$ cat src/rtl/ushr_pkg.sv
package ushr_pkg;

  typedef enum logic [1:0] {
    MODE_HOLD = 2'b00,
    MODE_UP   = 2'b01,
    MODE_DOWN = 2'b10,
    MODE_LOAD = 2'b11
  } mode_e;

endpackage

$ cat src/rtl/ushr_next.sv
module ushr_next
  import ushr_pkg::*;
#(
  parameter int W = 8
) (
  input  logic [W-1:0] cur,
  input  mode_e        mode,
  input  logic         rin,
  input  logic         lin,
  input  logic [W-1:0] pin,
  output logic [W-1:0] nxt,
  output logic         load_evt,
  output logic         move_evt
);

  // move every bit one place toward the top, fill bit 0
  function automatic logic [W-1:0] step_up(input logic [W-1:0] v, input logic fill);
    return {v[W-2:0], fill};
  endfunction

  // move every bit one place toward the bottom, fill bit W-1
  function automatic logic [W-1:0] step_down(input logic [W-1:0] v, input logic fill);
    return {fill, v[W-1:1]};
  endfunction

  always_comb begin
    unique case (mode)
      MODE_UP:   nxt = step_up(cur, rin);
      MODE_DOWN: nxt = step_down(cur, lin);
      MODE_LOAD: nxt = pin;
      default:   nxt = cur;
    endcase
  end

  assign load_evt = (mode == MODE_LOAD);
  assign move_evt = (mode == MODE_UP) || (mode == MODE_DOWN);

endmodule

$ cat src/rtl/ushr_store.sv
module ushr_store #(
  parameter int W          = 8,
  parameter bit CLEAR_SYNC = 1'b0
) (
  input  logic         clk,
  input  logic         clr_n,
  input  logic [W-1:0] d,
  output logic [W-1:0] q
);

  generate
    if (CLEAR_SYNC) begin : g_sync_clr
      always_ff @(posedge clk) begin
        if (!clr_n) q <= '0;
        else        q <= d;
      end
    end else begin : g_async_clr
      always_ff @(posedge clk or negedge clr_n) begin
        if (!clr_n) q <= '0;
        else        q <= d;
      end
    end
  endgenerate

endmodule

$ cat src/rtl/ushr_drive.sv
module ushr_drive
  import ushr_pkg::*;
#(
  parameter int W = 8
) (
  input  mode_e        mode,
  input  logic         oe_a_n,
  input  logic         oe_b_n,
  input  logic [W-1:0] cur,
  output logic [W-1:0] pad_out,
  output logic [W-1:0] pad_oe,
  output logic         drive_on
);

  // both enables asserted and the port is not being read in
  assign drive_on = !oe_a_n && !oe_b_n && (mode != MODE_LOAD);

  genvar i;
  generate
    for (i = 0; i < W; i++) begin : g_bit
      assign pad_oe[i]  = drive_on;
      assign pad_out[i] = cur[i];
    end
  endgenerate

endmodule

$ cat src/rtl/univ_shreg.sv
module univ_shreg
  import ushr_pkg::*;
#(
  parameter int W          = 8,
  parameter bit CLEAR_SYNC = 1'b0
) (
  input  logic         clk,
  input  logic         clr_n,
  input  logic [1:0]   mode_sel,
  input  logic         ser_rin,
  input  logic         ser_lin,
  input  logic         oe_a_n,
  input  logic         oe_b_n,
  input  logic [W-1:0] pad_in,
  output logic [W-1:0] pad_out,
  output logic [W-1:0] pad_oe,
  output logic         end_lo,
  output logic         end_hi
);

  localparam int TOP = W - 1;

  mode_e        mode;
  logic [W-1:0] q_r;
  logic [W-1:0] q_nxt;
  logic         load_evt;
  logic         move_evt;
  logic         drive_on;

  assign mode = mode_e'(mode_sel);

  ushr_next #(.W(W)) u_next (
    .cur      (q_r),
    .mode     (mode),
    .rin      (ser_rin),
    .lin      (ser_lin),
    .pin      (pad_in),
    .nxt      (q_nxt),
    .load_evt (load_evt),
    .move_evt (move_evt)
  );

  ushr_store #(.W(W), .CLEAR_SYNC(CLEAR_SYNC)) u_store (
    .clk   (clk),
    .clr_n (clr_n),
    .d     (q_nxt),
    .q     (q_r)
  );

  ushr_drive #(.W(W)) u_drive (
    .mode     (mode),
    .oe_a_n   (oe_a_n),
    .oe_b_n   (oe_b_n),
    .cur      (q_r),
    .pad_out  (pad_out),
    .pad_oe   (pad_oe),
    .drive_on (drive_on)
  );

  assign end_lo = q_r[0];
  assign end_hi = q_r[TOP];

endmodule

$ cat config.mk
export PLATFORM = sky130hd
export DESIGN_NAME = univ_shreg
export DESIGN_NICKNAME = d
export VERILOG_FILES = /design/src/rtl/ushr_pkg.sv /design/src/rtl/ushr_next.sv /design/src/rtl/ushr_store.sv /design/src/rtl/ushr_drive.sv /design/src/rtl/univ_shreg.sv
export SDC_FILE = /design/constraint.sdc
export NUM_CORES = 1
export LEC_CHECK = 0
export BUFFER_PORTS_ARGS = -buffer_cell sky130_fd_sc_hd__buf_2
export CAP_MARGIN = 20
export CORE_AREA = 3 3 40 42
export CTS_BUF_LIST = sky130_fd_sc_hd__clkbuf_4
export CTS_CLUSTER_DIAMETER = 100
export DETAILED_ROUTE_END_ITERATION = 8
export DIE_AREA = 0 0 43 45
export PLACE_DENSITY = 0.76
export SYNTH_ARGS = -nofsm -noshare
export SYNTH_HDL_FRONTEND = slang
export SYNTH_SLANG_ARGS = --single-unit
$ cat constraint.sdc
create_clock -name clk -period 2.8 [get_ports clk]
set_input_delay 0.42 -clock clk [delete_from_list [all_inputs] [get_ports clk]]
set_output_delay 0.42 -clock clk [all_outputs]
set_load 0.02 [all_outputs]
# --- After elaboration in Yosys (flattened, before gate mapping) ---
# Index checks and enable logic that the tools add are counted.
word_totals:
  regBits: 8
  input_bits: 16
  elab_cells: 11
op_classes:
  n_eq_ne: 4
  n_mux: 1
  reduce_logical: 5
op_table:
  columns: ["cell", "n"]
  rows:
  - ["one-hot mux 8 bit (3 select lines)", 1]
  - ["equality test 2 bit, second input constant", 2]
  - ["nonzero test 3 bit", 1]
  - ["equality test 2 x 1 -> 1 bit, second input constant", 1]
  - ["logical AND 1 bit", 2]
  - ["logical NOT 1 bit", 2]
  - ["!= test 2 bit, second input constant", 1]

# --- Depth between registers and ports, before layout ---
logic_depth:
  ltp_word: 3
  depth_mapped: 3
  ltp_nobuf: 1

# --- Cells and area by module ---
# Synthesis repeated with hierarchy kept, for this count alone.
unflattened:
  hier_cells: 59
  hier_area_um2: 595.6
by_module_without_submodules:
  columns: ["mod", "n_inst", "cells_per_inst", "area_per_inst_um2", "seq_area_each_um2"]
  rows:
  - ["ushr_next", 1, 34, 262.8, 0.0]
  - ["ushr_store", 1, 8, 200.2, 200.2]
  - ["ushr_drive", 1, 17, 132.6, 0.0]

# --- Worst setup path after synthesis ---
# No wires, ideal clock.
synth_path:
  kind: "in2out"
  from: "input mode_sel[0]"
  to: "output pad_oe[0]"
  arrival_ns: 1.396
  path_slack_ns: 0.984
  cell_stages: 3
  path_cell_list: "buf_6 a211oi_1 buf_4"
synth_between:
  elab_chain_len: 2
synth_lines:
  columns: ["item", "line", "source"]
  rows:
  - ["from (decl)", "univ_shreg.sv:9", "input logic [1:0] mode_sel,"]
  - ["!= test 2 bit", "ushr_drive.sv:16", "assign drive_on = !oe_a_n && !oe_b_n && (mode != MODE_LOAD);"]
  - ["logical AND 1 bit", "ushr_drive.sv:16", null]
  - ["to (decl)", "univ_shreg.sv:16", "output logic [W-1:0] pad_oe,"]
# Every way passes these cells.

# --- Worst setup path in the final report ---
layout_path:
  from: "input mode_sel[0]"
  to: "output pad_oe[2]"
# The elaborated chain is that of the path after synthesis.

==> impl_metrics.yaml <==
layout:
  diodes: 0
  drive_above_1_share_pct: 81.48
  utilization_pct: 47.03
  largest-register: "u_store.q"
  areaGrowthSynthToFinish_pct: 24.48
  reg.largest.list: "u_store.q: 8 flops"
  layout.nets: 72
  layout.cells.non_filler: 69
  largest_reg_flops: 8
global_routing:
  grt_pass1_wl_um: 1580
  grt_max_degree: 10
  grt_pass1_vias: 341
  antenna_found_initial: 0
  overflow: 0
  grt_usage_pct: 11.43
clock_tree:
  cts-buffers-inserted: 3
  cts_max_level: 1
  root_buffer: "clkbuf_4"
  tritoncts: "built"
  numClockSinks: 8
  clk_latency_ns: 0.24
  cts_buffer_depth: 2
  path_clk_slew_ns: 0.05
  cts_resized: 0
drt:
  via_per_inst: 5.058
  avgRoutedWirePerCell_um: 14.23
  antenna_left: 0
  vias: 349
  wl_um: 982
  drtPass1Iterations: 4
  drc: 0
  drt-initial-drc-count: 9
run_status:
  status: "complete, no violations"
timing:
  drv_slew: 0
  max_clock_freq_ghz: 0.5435
  finalClockSkew_ns: 0.002101
  finalWorstPathRequiredPeriod_ns: 1.840
  tightest_slew_ns: 0.5624
  rsz0062_at_grt: "false"
  slew_headroom_pct: 62.28
  min_period_over_period_pct: 65.71
  hold_ws_ns: 0.4895
  setup_viol: 0
  finalSetupTns_ns: 0
  hold_viol: 0
critical_path:
  path_max_fanout: 9
  critPathMaxStageDelay_ns: 0.54
  required_ns: 2.38
  crit_start: "mode_sel[0]"
  reg2reg_from: "u_store.q[3]$_DFFE_PN0P_"
  cp_data_arrival_time_ns: 1.42
  end_kind: "primary output"
  critPathLaunchType: "primary input"
  cp_slowest_cell: "a211oi_1"
  path_cells: "buf_2 > a211oi_1 > buf_2"
  path_common_cell: "buf_2"
  reg2reg_depth: 1
  crit_type: "primary input to primary output"
yosys:
  synth_most_common_cell: "buf_4"
  synth-edff-count: 0
  synthAdderAreaFrac_pct: 0
  synthTopCellsByCount: "buf_4, dfrtp_1, mux4_2"
  ys_ff_latch: 8
  syn_inst: 29
  ys_warn_count: 0
  ys_types: 5
  synth_top_flop_cell: "dfrtp_1"
  synth-simple-area-share_pct: 0
  synth_compound_area_share_pct: 1.546
  synth_top_area_cell: "dfrtp_1"
  syn_area_per_cell_sq_um: 16.74
  seq_area_frac_synth_pct: 41.24
  synth_xor_area_share_pct: 0
  synth_top_area_share_pct: 41.24
  synthMuxAreaShare_pct: 37.11
  synth_nets: 45
  synth_top_family_by_area: "multiplexers"
  async_flop_share_pct: 100.0
  synthTopCellsByArea: "dfrtp_1, mux4_2, buf_4"
  synth_area_sq_um: 485.5
floorplan:
  die-area_sq_um: 1935
  dieHeight_um: 45
  fp.dieW_um: 43
  start_util_pct: 37.78
  core_sq_um: 1285
  io_pins: 34
  row_count: 13
power_and_ir_drop:
  p_sw_mw: 0.1372
  p_per_area_nw_per_um2: 659.0
  power_frac_comb_pct: 36.9
  p_sw_share_pct: 34.44
  p_leak_nw: 0.3022
  p_clk_share_pct: 21.2
  vdd_ir_drop_max_mv: 0.2672
  seqPwrFrac_pct: 41.9
  power.total_mw: 0.3982
  p_int_mw: 0.2611
worst_hold_path:
  hp-class: "primary input to flip-flop"
  min_from: "pad_in[7]"
  min_path_cells: 2
place:
  gp_congestion: 0.7261
  dp_hpwl_um: 806.9
  dp_cells: 65
  io_buffers: 33
job:
  drv_cap: 0
==> layer usage <==
layer,share of wire [%],up-vias,GRT usage [%]
met2,47,26,17.37
met3,13,0,3.984
met5,0,-,0
met1,40,169,15.54
met4,0,0,3.614
li1,-,154,-
==> worst paths after layout <==
kind                            slack, ns                        to
min in group asynchronous            0.54  u_store.q[2]$_DFFE_PN0P_
worst min-delay path                 0.49  u_store.q[7]$_DFFE_PN0P_
worst min register to register       0.63  u_store.q[1]$_DFFE_PN0P_
worst max-delay path                 0.96                 pad_oe[2]
max in group asynchronous            2.10  u_store.q[5]$_DFFE_PN0P_
worst max register to register       1.78  u_store.q[3]$_DFFE_PN0P_
==> what timing repair did <==
item | in CTS | in global routing
setup buffers | 0 | 0
hold endpoints to repair | 0 | 4
hold buffers | 0 | 1
==> kinds of logic (layout without fill, tap and decap cells) <==
group	Yosys count	count (layout)
buffers and inverters	12	37
multiplexers	8	8
flip-flops	8	8
AO/OA/AOI/OAI	1	1
==> layout make-up <==
class | count | area, sq um
clock buffer | 3 | 22.52
multi-input combinational | 9 | 187.7
fill | 125 | 680.7
sequential | 8 | 200.2
timing repair buffer | 34 | 175.2
tap | 15 | 18.77
==> worst max-delay path, delay by kind of cell <==
| family | cells | cell delay (ns) |
|---|---|---|
| buf+inv | 2 | 0.45 |
| compound gates | 1 | 0.54 |
==> cell usage in the layout, fill, tap and decap left out <==
| cell type | n |
|---|---|
| mux4_2 | 8 |
| buf_2 | 33 |
| clkbuf_4 | 3 |
| a211oi_1 | 1 |
| dlygate4sd3_1 | 1 |
| dfrtp_1 | 8 |
==> per-stage QoR <==
step | worst slack (ns) | cell area [sq um]
5_1_grt | 0.8397 | 604.3
4_1_cts | 0.9283 | 594.3
3_5_place_dp | 0.9281 | 571.8
2_1_floorplan | 0.9842 | 485.5
6_report | 0.9600 | 604.3
3_3_place_gp | 0.9743 | 571.8
==> power by group through the flow <==
| stage | Sequential (mW) | Clock, mW | Combinational, mW |
|---|---|---|---|
| detailed placement | 0.168 | 0 | 0.148 |
| global placement | 0.166 | 0 | 0.145 |
| global route | 0.173 | 0.0966 | 0.156 |
| floorplan | 0.193 | 0 | 0.0819 |
| finish | 0.167 | 0.0845 | 0.147 |
| CTS | 0.167 | 0.0875 | 0.148 |
(Power assumes the default switching activity.)
